`config.mk`:
```
export PLATFORM = sky130hd
export DESIGN_NAME = adc_serial_reader
export DESIGN_NICKNAME = d
export VERILOG_FILES = /design/src/rtl/adc_rd_pkg.sv /design/src/rtl/adc_rd_tick.sv /design/src/rtl/adc_rd_capture.sv /design/src/rtl/adc_serial_reader.sv
export SDC_FILE = /design/constraint.sdc
export NUM_CORES = 1
export LEC_CHECK = 0
export ABC_AREA = 1
export CAP_MARGIN = 5
export CORE_UTILIZATION = 60
export DETAILED_ROUTE_END_ITERATION = 10
export MAX_ROUTING_LAYER = met4
export PLACE_DENSITY = 0.83
export SLEW_MARGIN = 25
export SYNTH_ARGS = -nofsm -noshare
export SYNTH_HDL_FRONTEND = slang
export SYNTH_SLANG_ARGS = --single-unit
```
`constraint.sdc`:
```
create_clock -name clk -period 3.4 [get_ports clk]
set_input_delay 0.68 -clock clk [delete_from_list [all_inputs] [get_ports clk]]
set_output_delay 0.68 -clock clk [all_outputs]
set_load 0.01 [all_outputs]
```
`src/rtl/adc_rd_pkg.sv`:
```
package adc_rd_pkg;
    typedef enum logic [1:0] {
        ST_IDLE  = 2'd0,
        ST_XFER  = 2'd1,
        ST_TAIL  = 2'd2,
        ST_GUARD = 2'd3
    } rd_state_e;
endpackage

```
`src/rtl/adc_rd_tick.sv`:
```
module adc_rd_tick #(
    parameter int HALF_DIV = 4
) (
    input  logic clk,
    input  logic rst_n,
    input  logic en_i,
    output logic tick_o
);
    localparam int CW = (HALF_DIV > 1) ? $clog2(HALF_DIV) : 1;
    localparam logic [CW-1:0] LAST = CW'(HALF_DIV - 1);

    typedef struct packed {
        logic [CW-1:0] cnt;
    } tick_t;

    tick_t q, d;

    always_comb begin
        d = q;
        tick_o = en_i && (q.cnt == LAST);
        if (!en_i || tick_o) d.cnt = '0;
        else                 d.cnt = q.cnt + 1'b1;
    end

    always_ff @(posedge clk or negedge rst_n) begin
        if (!rst_n) q <= '0;
        else        q <= d;
    end
endmodule

```
`src/rtl/adc_rd_capture.sv`:
```
module adc_rd_capture #(
    parameter int DATA_W = 12
) (
    input  logic              clk,
    input  logic              rst_n,
    input  logic              clr_i,
    input  logic              take_main_i,
    input  logic              take_echo_i,
    input  logic              sd_i,
    output logic [DATA_W-1:0] main_o,
    output logic [DATA_W-2:0] echo_o
);
    typedef struct packed {
        logic [DATA_W-1:0] main;
        logic [DATA_W-2:0] echo;
    } cap_t;

    cap_t q, d;

    always_comb begin
        d = q;
        if (clr_i) begin
            d = '0;
        end else begin
            if (take_main_i) d.main = {q.main[DATA_W-2:0], sd_i};
            if (take_echo_i) d.echo = {sd_i, q.echo[DATA_W-2:1]};
        end
    end

    always_ff @(posedge clk or negedge rst_n) begin
        if (!rst_n) q <= '0;
        else        q <= d;
    end

    assign main_o = q.main;
    assign echo_o = q.echo;
endmodule

```
`src/rtl/adc_serial_reader.sv`:
```
module adc_serial_reader
    import adc_rd_pkg::*;
#(
    parameter int HALF_DIV = 4,
    parameter int DATA_W   = 12,
    parameter int OUT_W    = 16
) (
    input  logic             clk,
    input  logic             rst_n,
    input  logic             start_i,
    input  logic             echo_en_i,
    input  logic             sdata_i,
    output logic             cs_n_o,
    output logic             sclk_o,
    output logic             busy_o,
    output logic [OUT_W-1:0] result_o,
    output logic             valid_o,
    output logic             echo_err_o
);
    localparam int FALL_W = $clog2(2 * DATA_W + 3);
    localparam logic [FALL_W-1:0] FIRST_MAIN  = FALL_W'(3);
    localparam logic [FALL_W-1:0] LAST_MAIN   = FALL_W'(DATA_W + 2);
    localparam logic [FALL_W-1:0] FIRST_ECHO  = FALL_W'(DATA_W + 3);
    localparam logic [FALL_W-1:0] LAST_ECHO   = FALL_W'(2 * DATA_W + 1);
    localparam logic [FALL_W-1:0] PLAIN_FALLS = FALL_W'(DATA_W + 2);
    localparam logic [FALL_W-1:0] ECHO_FALLS  = FALL_W'(2 * DATA_W + 2);

    typedef struct packed {
        rd_state_e         state;
        logic              cs_n;
        logic              sclk;
        logic [FALL_W-1:0] falls;
        logic              echo;
        logic              guard;
        logic [OUT_W-1:0]  result;
        logic              valid;
        logic              err;
    } rd_t;

    rd_t q, d;

    logic              tick;
    logic              take_main;
    logic              take_echo;
    logic              clr;
    logic [DATA_W-1:0] main_w;
    logic [DATA_W-2:0] echo_w;
    logic [FALL_W-1:0] last_fall;

    adc_rd_tick #(.HALF_DIV(HALF_DIV)) u_tick (
        .clk   (clk),
        .rst_n (rst_n),
        .en_i  (q.state != ST_IDLE),
        .tick_o(tick)
    );

    adc_rd_capture #(.DATA_W(DATA_W)) u_cap (
        .clk        (clk),
        .rst_n      (rst_n),
        .clr_i      (clr),
        .take_main_i(take_main),
        .take_echo_i(take_echo),
        .sd_i       (sdata_i),
        .main_o     (main_w),
        .echo_o     (echo_w)
    );

    always_comb begin
        d         = q;
        d.valid   = 1'b0;
        clr       = 1'b0;
        take_main = 1'b0;
        take_echo = 1'b0;
        last_fall = q.echo ? ECHO_FALLS : PLAIN_FALLS;
        unique case (q.state)
            ST_IDLE: begin
                if (start_i) begin
                    clr     = 1'b1;
                    d.state = ST_XFER;
                    d.cs_n  = 1'b0;
                    d.falls = '0;
                    d.echo  = echo_en_i;
                end
            end
            ST_XFER: begin
                if (tick) begin
                    if (q.sclk) begin
                        d.sclk  = 1'b0;
                        d.falls = q.falls + 1'b1;
                    end else begin
                        d.sclk    = 1'b1;
                        take_main = (q.falls >= FIRST_MAIN) && (q.falls <= LAST_MAIN);
                        take_echo = q.echo && (q.falls >= FIRST_ECHO) && (q.falls <= LAST_ECHO);
                        if (q.falls == last_fall) d.state = ST_TAIL;
                    end
                end
            end
            ST_TAIL: begin
                if (tick) begin
                    d.cs_n   = 1'b1;
                    d.valid  = 1'b1;
                    d.result = {{(OUT_W - DATA_W){main_w[DATA_W-1]}}, main_w};
                    d.err    = q.echo && (echo_w != main_w[DATA_W-1:1]);
                    d.guard  = 1'b0;
                    d.state  = ST_GUARD;
                end
            end
            ST_GUARD: begin
                if (tick) begin
                    if (q.guard) d.state = ST_IDLE;
                    else         d.guard = 1'b1;
                end
            end
            default: d.state = ST_IDLE;
        endcase
    end

    always_ff @(posedge clk or negedge rst_n) begin
        if (!rst_n) begin
            q       <= '0;
            q.state <= ST_IDLE;
            q.cs_n  <= 1'b1;
            q.sclk  <= 1'b1;
        end else begin
            q <= d;
        end
    end

    assign cs_n_o     = q.cs_n;
    assign sclk_o     = q.sclk;
    assign busy_o     = (q.state != ST_IDLE);
    assign result_o   = q.result;
    assign valid_o    = q.valid;
    assign echo_err_o = q.err;
endmodule

```
==> results of run 1 <==
==> per-stage QoR <==
step,cells,cell area (um2),setup slack [ns]
2_1_floorplan,338,2670,1.64
3_3_place_gp,390,2810,1.07
3_5_place_dp,390,2810,0.987
4_1_cts,398,2920,0.956
5_1_grt,398,2920,0.888
6_report,398,2920,0.958
==> layer usage <==
layer	routed length [um]	global-route usage (%)
met5	0	-
met4	45	7.55
met3	270	5.10
met2	2290	37.6
met1	2350	31.1
==> cells by family (layout without fill, tap and decap cells) <==
| family | count (synthesis) | after routing | share of synthesized area [%] |
|---|---|---|---|
| AO/OA/AOI/OAI | 39 | 39 | 8.35 |
| adder cells (fa/ha/maj) | 9 | 9 | 4.22 |
| buffers and inverters | 70 | 80 | 12.8 |
| AND/OR/NAND/NOR | 165 | 165 | 26.0 |
| flip-flops | 50 | 50 | 47.0 |
| XOR/XNOR | 5 | 5 | 1.64 |
==> cell usage after synthesis, drive strengths merged <==
cell type,n,share of area (%)
o21ai,35,7.4
nand2,104,15
clkbuf,1,0.14
nand3b,3,0.84
xnor2,4,1.3
buf,23,6.1
inv,46,6.5
o31ai,1,0.28
dfrtp,48,45
dfstp,2,2.0
or2,2,0.47
a21oi,2,0.38
ha,9,4.2
nand4,4,0.94
xor2,1,0.33
nor3,3,0.99
o211ai,1,0.28
nor2,39,5.6
nor3b,1,0.28
nand3,9,2.2
==> layout make-up <==
| class | count | area (um2) | share of cell area, % |
|---|---|---|---|
| Clock buffer | 5 | 68.8 | 2.35 |
| Sequential cell | 50 | 1250 | 42.9 |
| Tap cell | 50 | 62.6 | 2.14 |
| Inverter | 46 | 173 | 5.91 |
| Clock inverter | 3 | 40.0 | 1.37 |
| Timing Repair Buffer | 26 | 253 | 8.65 |
| Multi-Input combinational cell | 218 | 1070 | 36.7 |
==> power by group through the flow <==
stage	clock network (uW)	logic (uW)	registers [uW]
floorplan	0	269	708
global placement	0	378	708
detailed placement	0	391	712
CTS	419	395	700
global route	447	449	708
finish	413	395	701
==> worst max-delay path, cell delays in order (launching register included) <==
cell	delay, ns
dfrtp_1	0.41
inv_1	0.08
ha_1	0.29
inv_2	0.13
clkdlybuf4s50_1	0.56
==> cells in the final DEF (no fill, tap or decap), drive strengths merged, types with 4 or more instances in the layout <==
master         Yosys  layout
clkdlybuf4s50      0      24
nor2              39      39
dfrtp             48      48
inv               46      46
nand4              4       4
ha                 9       9
nand3              9       9
nand2            104     104
o21ai             35      35
xnor2              4       4
clkbuf             1       5
==> flip-flops by register name, summed over array words and instances (netlist names) <==
register	count
valid_o	1
u_tick.q	2
u_cap.main_o	12
result_o	12
sclk_o	1
u_cap.echo_o	11
cs_n_o	1
q	9
echo_err_o	1
==> worst max-delay path by stage <==
| stage | from | endpoint | slack [ns] | cells after the start |
|---|---|---|---|---|
| floorplan | q[21]$_DFFE_PN0P_ | u_cap.echo_o[1]$_DFFE_PN0P_ | 1.64 | 11 |
| global placement | start_i | u_cap.main_o[11]$_DFFE_PN0P_ | 1.07 | 6 |
| detailed placement | start_i | u_cap.main_o[11]$_DFFE_PN0P_ | 0.99 | 6 |
| CTS | q[27]$_DFFE_PN0P_ | busy_o | 0.96 | 4 |
| global route | q[28]$_DFFE_PN0P_ | busy_o | 0.89 | 4 |
| finish | q[27]$_DFFE_PN0P_ | busy_o | 0.96 | 4 |
==> results.sh, run 1 <==
export IMPL_vias=2082
export IMPL_reg2reg_slack_ns=1.06
export IMPL_cellPowerDensity_mw_per_mm2=516
export IMPL_comb_power_share_pct=26.2
export IMPL_drtAntennaViolNets=0
export IMPL_cts_setup_buffers=0
export IMPL_core_area_mm2=0.00414
export IMPL_path_clk_slew_ns=0.09
export IMPL_final_util_pct=70.5
export IMPL_rsz0062_at_grt="false"
export IMPL_clock_root_buffer="clkbuf_8"
export IMPL_clock_sinks=50
export IMPL_r2r_end="u_cap.echo_o[4]$_DFFE_PN0P_"
export IMPL_ys_ff_latch=50
export IMPL_max_slew_worst_pin_slew_ns=0.770
export IMPL_synthesis_nets=352
export IMPL_ys_warn_count=0
export IMPL_tritoncts="done"
export IMPL_max_freq_ghz=0.410
export IMPL_tns_ns=0
export IMPL_firstDrtPassIters=4
export IMPL_netSwitchingFraction_pct=32.7
export IMPL_dpl_hpwl_um=3480
export IMPL_grt_pass1_wl_um=7930
export IMPL_start_kind="flop"
export IMPL_final_setup_skew_ns=0.00749
export IMPL_syn_area_mm2=0.00267
export IMPL_maxCapViolCount=0
export IMPL_yosysSeqAreaShare_pct=47.0
export IMPL_grt_pass1_vias=1784
export IMPL_fin_crit_ns=2.44
export IMPL_drc=0
export IMPL_seqPwrFrac_pct=46.5
export IMPL_p_total_uw=1510
export IMPL_ioPinCount=26
export IMPL_io_buffers=25
export IMPL_drt_iter0_drc=144
export IMPL_die_width_um=68.7
export IMPL_grt_usage_pct=24.0
export IMPL_clockPowerShare_pct=27.4
export IMPL_max_slew_margin_pct=48.7
export IMPL_synth_cell_type_count=29
export IMPL_start_util_pct=64.3
export IMPL_worstPathRequired_ns=2.72
export IMPL_report_final_setup_viol=0
export IMPL_die_h_um=68.7
export IMPL_fp_row_count=23
export IMPL_postCtsHoldBufs=0
export IMPL_htree_num_levels=2
export IMPL_cts_resized=0
export IMPL_area_delta_synth_final_pct=9.62
export IMPL_n_antenna_cell=0
export IMPL_gr_total_overflow=0
export IMPL_avgViaCountPerCell=5.23
export IMPL_clk_latency_ns=0.30
export IMPL_p_leak_uw=0.00146
export IMPL_ff2ff_path_depth=8
export IMPL_dieArea_mm2=0.00471
export IMPL_cts_inserted_buffers=5
export IMPL_finalMaxSlewViolations=0
export IMPL_switchingPower_uw=493
export IMPL_critPathKind="reg2out"
export IMPL_internal_power_uw=1020
export IMPL_postSynthAreaPerCell_um2=7.89
export IMPL_worstReg2RegStart="q[27]$_DFFE_PN0P_"
export IMPL_hold_class="in2async"
export IMPL_cp_end_kind="primary output"
export IMPL_nFillCells=346
export IMPL_hold_ws_ns=0.439
export IMPL_drive_gt1_share_pct=7.76
export IMPL_arrival_ns=1.76
export IMPL_period_share_pct=71.8
export IMPL_grt_max_degree=36
export IMPL_drt_total_wl_um=4950
export IMPL_antenna_found_initial=0
export IMPL_gp_congestion=0.824
export IMPL_synth_cells=338
export IMPL_ir_drop_uv=248
export IMPL_hold_viol=0
export IMPL_clockBufferDepth=2
export IMPL_wire_per_inst_um=12.4
export IMPL_worstPathMaxFanout=6
export IMPL_nets=361
export IMPL_status="completed"
Note: power is estimated with default switching activity, not from simulation.
==> run 2: changes to the inputs <==
--- a/config.mk
+++ b/config.mk
@@ -7,10 +7,10 @@
 export LEC_CHECK = 0
 export ABC_AREA = 1
 export CAP_MARGIN = 5
-export CORE_UTILIZATION = 60
+export CORE_UTILIZATION = 51
 export DETAILED_ROUTE_END_ITERATION = 10
 export MAX_ROUTING_LAYER = met4
-export PLACE_DENSITY = 0.83
+export PLACE_DENSITY = 0.75
 export SLEW_MARGIN = 25
 export SYNTH_ARGS = -nofsm -noshare
 export SYNTH_HDL_FRONTEND = slang
==> constraint.sdc (replaced) <==
create_clock -name clk -period 2.2 [get_ports clk]
set_input_delay 0.44 -clock clk [delete_from_list [all_inputs] [get_ports clk]]
set_output_delay 0.44 -clock clk [all_outputs]
set_load 0.01 [all_outputs]
==> results.sh, run 2 (same netlist as run 1, synthesis figures left out) <==
export IMPL_start_kind="flop"
export IMPL_grt_usage_pct=21.1
export IMPL_avgViaCountPerCell=4.86
export IMPL_p_leak_uw=0.00149
export IMPL_fp_row_count=25
export IMPL_gr_total_overflow=0
export IMPL_p_total_uw=2420
export IMPL_dpl_hpwl_um=3700
export IMPL_cellPowerDensity_mw_per_mm2=807
export IMPL_ioPinCount=26
export IMPL_max_freq_ghz=0.472
export IMPL_critPathKind="reg2out"
export IMPL_netSwitchingFraction_pct=32.2
export IMPL_drtAntennaViolNets=0
export IMPL_antenna_found_initial=0
export IMPL_crit_buf_inv=3
export IMPL_hold_class="in2async"
export IMPL_final_cell_mix="nand2_1 (103), dfrtp_1 (48), inv_1 (43)"
export IMPL_drt_iter0_drc=155
export IMPL_grt_max_degree=26
export IMPL_hold_viol=0
export IMPL_ff2ff_path_depth=11
export IMPL_start_util_pct=54.6
export IMPL_firstDrtPassIters=4
export IMPL_placed_cell_area_mm2=0.00286
export IMPL_arrival_ns=1.68
export IMPL_grt_pass1_vias=1810
export IMPL_path_clk_slew_ns=0.10
export IMPL_die_h_um=74.3
export IMPL_ir_drop_uv=452
export IMPL_htree_num_levels=2
export IMPL_finalMaxSlewViolations=0
export IMPL_drc=0
export IMPL_clock_sinks=50
export IMPL_gp_congestion=0.838
export IMPL_cts_inserted_buffers=5
export IMPL_max_slew_worst_pin_slew_ns=0.517
export IMPL_rsz0062_at_grt="false"
export IMPL_nets=366
export IMPL_top_layer="met4"
export IMPL_period_share_pct=96.4
export IMPL_clockPowerShare_pct=28.3
export IMPL_routed_wl_met2_um=2220
export IMPL_dieArea_mm2=0.00552
export IMPL_crit_chain="inv_1 > ha_2 > inv_2 > clkdlybuf4s50_1"
export IMPL_drt_total_wl_um=4920
export IMPL_tns_ns=0
export IMPL_status="completed"
export IMPL_wire_per_inst_um=11.7
export IMPL_placed_cells=410
export IMPL_postCtsHoldBufs=0
export IMPL_switchingPower_uw=778
export IMPL_seqPwrFrac_pct=44.7
export IMPL_finalNonFillerCells=420
export IMPL_clockBufferDepth=2
export IMPL_maxCapViolCount=0
export IMPL_vias=2042
export IMPL_die_width_um=74.3
export IMPL_grt_pass1_wl_um=8430
export IMPL_n_antenna_cell=0
export IMPL_critPathTopFamily="buffers and inverters"
export IMPL_crit_slowest_cell="clkdlybuf4s50_1"
export IMPL_cp_num_cells=4
export IMPL_final_util_pct=61.4
export IMPL_core_area_mm2=0.00488
export IMPL_clk_latency_ns=0.30
export IMPL_worstPathMaxFanout=6
export IMPL_tritoncts="done"
export IMPL_io_buffers=25
export IMPL_final_cell_area_mm2=0.00300
export IMPL_wl_met1_um=2480
export IMPL_fin_crit_ns=2.12
export IMPL_wl_met3_um=175
export IMPL_max_stage_delay_ns=0.56
export IMPL_cp_end_kind="primary output"
export IMPL_final_setup_skew_ns=0.0149
export IMPL_drive_gt1_share_pct=9.35
export IMPL_final_common_cell="nand2_1"
export IMPL_area_delta_synth_final_pct=12.4
export IMPL_max_slew_margin_pct=65.4
export IMPL_internal_power_uw=1640
export IMPL_report_final_setup_viol=0
export IMPL_worstPathRequired_ns=1.76
export IMPL_comb_power_share_pct=27.0
export IMPL_clock_root_buffer="clkbuf_8"
[run 2: stage by stage]
step	setup WS, ns	hold slack (ns)
floorplan	0.437	0.144
global placement	0.281	0.367
detailed placement	0.258	0.374
CTS	0.0116	0.0396
global route	0.0100	0.0446
finish	0.0797	0.0292
[run 2: repair_timing]
| item | CTS | global route |
|---|---|---|
| buffers inserted | 0 | 2 |
| endpoints found under the hold margin | 0 | 0 |
| gates resized for setup | 0 | 1 |
| setup endpoints to repair | 0 | 1 |
[run 2: power by group through the flow]
stage	clock, uW	sequential [uW]	combinational (uW)
5_1_grt	739	1090	744
3_5_place_dp	0	1100	623
2_1_floorplan	0	1090	415
6_report	684	1080	653
3_3_place_gp	0	1090	614
4_1_cts	701	1080	625
[run 2: final timing paths]
path / end / slack (ns) / from
max in group asynchronous: cs_n_o$_DFFE_PN1P_ / 1.55 / rst_n
hold reg to reg: u_tick.q[0]$_DFF_PN0_ / 0.45 / u_tick.q[0]$_DFF_PN0_
hold / removal: u_cap.main_o[11]$_DFFE_PN0P_ / 0.03 / rst_n
min in group clk: u_tick.q[0]$_DFF_PN0_ / 0.45 / u_tick.q[0]$_DFF_PN0_
setup reg to reg: u_cap.echo_o[1]$_DFFE_PN0P_ / 0.25 / q[21]$_DFFE_PN0P_
setup / recovery: busy_o / 0.08 / q[27]$_DFFE_PN0P_
[run 2: area by class of cell]
class                           count  area (um2)
Tap cell                           67        83.8
Inverter                           46         173
Clock buffer                        6        82.6
Sequential cell                    50        1250
Timing Repair Buffer               31         290
Multi-Input combinational cell    218        1070
Fill cell                         435        1880
Clock inverter                      2        38.8
[run 2: metal layers]
metal,track usage (%),vias to the layer above
li1,-,1057
met1,29.6,936
met2,30.7,45
met3,3.93,4
met4,6.92,0
met5,-,-
==> run 3: changes to the inputs <==
--- a/config.mk
+++ b/config.mk
@@ -11,6 +11,7 @@
 export DETAILED_ROUTE_END_ITERATION = 10
 export MAX_ROUTING_LAYER = met4
 export PLACE_DENSITY = 0.75
+export REMOVE_ABC_BUFFERS = 1
 export SLEW_MARGIN = 25
 export SYNTH_ARGS = -nofsm -noshare
 export SYNTH_HDL_FRONTEND = slang
==> results.sh, run 3 (same netlist as run 1, synthesis figures left out) <==
export IMPL_status="completed"
export IMPL_drtAntennaViolNets=0
export IMPL_arrival_ns=1.68
export IMPL_start_kind="flop"
export IMPL_maxCapViolCount=0
export IMPL_start_util_pct=54.6
export IMPL_max_slew_margin_pct=61.0
export IMPL_area_delta_synth_final_pct=11.4
export IMPL_p_leak_uw=0.00148
export IMPL_die_width_um=74.3
export IMPL_final_cell_area_mm2=0.00297
export IMPL_cp_end_kind="primary output"
export IMPL_internal_power_uw=1510
export IMPL_worst_slack_ns=0.0845
export IMPL_finalNonFillerCells=419
export IMPL_max_stage_delay_ns=0.54
export IMPL_vias=2028
export IMPL_dpl_hpwl_um=3410
export IMPL_nFillCells=476
export IMPL_n_antenna_cell=0
export IMPL_placed_cells=411
export IMPL_grt_usage_pct=20.0
export IMPL_grt_pass1_vias=1829
export IMPL_core_area_mm2=0.00488
export IMPL_finalMaxSlewViolations=0
export IMPL_grt_pass1_wl_um=8020
export IMPL_crit_slowest_cell="clkdlybuf4s50_1"
export IMPL_htree_num_levels=2
export IMPL_rsz0062_at_grt="false"
export IMPL_netSwitchingFraction_pct=33.2
export IMPL_cts_setup_buffers=0
export IMPL_clock_sinks=50
export IMPL_clockPowerShare_pct=24.3
export IMPL_period_share_pct=96.2
export IMPL_grt_max_degree=27
export IMPL_drive_gt1_share_pct=8.52
export IMPL_ioPinCount=26
export IMPL_max_slew_worst_pin_slew_ns=0.585
export IMPL_drc=0
export IMPL_fin_crit_ns=2.12
export IMPL_comb_power_share_pct=27.9
export IMPL_clk_latency_ns=0.31
export IMPL_io_buffers=25
export IMPL_wire_per_inst_um=11.2
export IMPL_drt_total_wl_um=4680
export IMPL_path_clk_slew_ns=0.09
export IMPL_worstPathMaxFanout=5
export IMPL_hold_viol=0
export IMPL_crit_buf_inv=3
export IMPL_gr_total_overflow=0
export IMPL_switchingPower_uw=751
export IMPL_firstDrtPassIters=4
export IMPL_die_h_um=74.3
export IMPL_final_cell_mix="nand2_1 (103), dfrtp_1 (48), inv_1 (43)"
export IMPL_hold_class="in2async"
export IMPL_critPathKind="reg2out"
export IMPL_fp_row_count=25
export IMPL_final_setup_skew_ns=0.00570
export IMPL_dieArea_mm2=0.00552
export IMPL_tns_ns=0
export IMPL_seqPwrFrac_pct=47.8
export IMPL_cellPowerDensity_mw_per_mm2=761
export IMPL_seqCellArea_mm2=0.00125
export IMPL_antenna_found_initial=0
export IMPL_final_common_cell="nand2_1"
export IMPL_critPathTopFamily="buffers and inverters"
export IMPL_ir_drop_uv=407
export IMPL_drt_iter0_drc=103
export IMPL_cts_inserted_buffers=5
export IMPL_postCtsHoldBufs=0
export IMPL_hold_ws_ns=0.120
export IMPL_crit_chain="inv_1 > ha_1 > inv_2 > clkdlybuf4s50_1"
export IMPL_worstPathRequired_ns=1.76
export IMPL_cts_resized=0
export IMPL_clock_root_buffer="clkbuf_8"
export IMPL_multiInputGateArea_mm2=0.00107
export IMPL_placed_cell_area_mm2=0.00288
export IMPL_clockBufferDepth=2
export IMPL_avgViaCountPerCell=4.84
export IMPL_dp_slack_ns=0.292
export IMPL_report_final_setup_viol=0
export IMPL_max_freq_ghz=0.473
export IMPL_nets=365
export IMPL_tritoncts="done"
export IMPL_gp_congestion=0.822
## run 3: changes by cell type in the layout (fill, tap and decap cells not counted)
cell / delta
buf_4: -2
clkbuf_1: +1
ha_1: +1
bufinv_16: -1
ha_2: -1
clkinv_2: +1
inv_6: -1
buf_12: +1
## run 3: power by group through the flow
stage / Combinational, uW / Clock, uW / Sequential [uW]
floorplan: 392 / 0 / 1100
global placement: 619 / 0 / 1090
detailed placement: 638 / 0 / 1100
CTS: 637 / 570 / 1080
global route: 715 / 598 / 1090
finish: 630 / 550 / 1080
## run 3: through the flow
step                total power [uW]  utilization (%)
floorplan                       1490                -
global placement                1710             59.0
detailed placement              1730             59.0
CTS                             2290             60.8
global route                    2400             60.8
finish                          2260             60.8
## run 3: cell type report
cell class	instances	area share, %
Clock buffer	7	2.91
Clock inverter	1	0.169
Inverter	46	5.82
Multi-Input combinational cell	218	36.1
Sequential cell	50	42.2
Tap cell	67	2.82
Timing Repair Buffer	30	9.95
## run 3: path summary, 6_finish.rpt
kind                                       start                     endpoint  slack (ns)  depth (start not counted)
setup reg to reg               q[21]$_DFFE_PN0P_  u_cap.echo_o[4]$_DFFE_PN0P_        0.27                         11
hold / removal                             rst_n            q[21]$_DFFE_PN0P_        0.12                          1
min in group clk           u_tick.q[0]$_DFF_PN0_        u_tick.q[0]$_DFF_PN0_        0.45                          1
max in group asynchronous                  rst_n           cs_n_o$_DFFE_PN1P_        1.47                          2
hold reg to reg            u_tick.q[0]$_DFF_PN0_        u_tick.q[0]$_DFF_PN0_        0.45                          1
setup / recovery               q[27]$_DFFE_PN0P_                       busy_o        0.08                          4
## run 3: metal layers
metal  GRT usage, %  up-vias  wire length (um)
met4           5.03        0                50
met3           4.88        5               190
met2           31.3       37              2140
met1           26.2      935              2300
met5              -        -                 0
li1               -     1051                 -
## run 3: worst reg2reg max path: stages, from the launching register on
cell,delay (ns)
dfrtp_1,0.45
ha_1,0.22
nand2_1,0.08
nor2_1,0.05
ha_1,0.16
or2_2,0.28
nor2_1,0.10
nor2_1,0.07
nand3_1,0.07
buf_4,0.22
nand2_1,0.08
o21ai_1,0.08
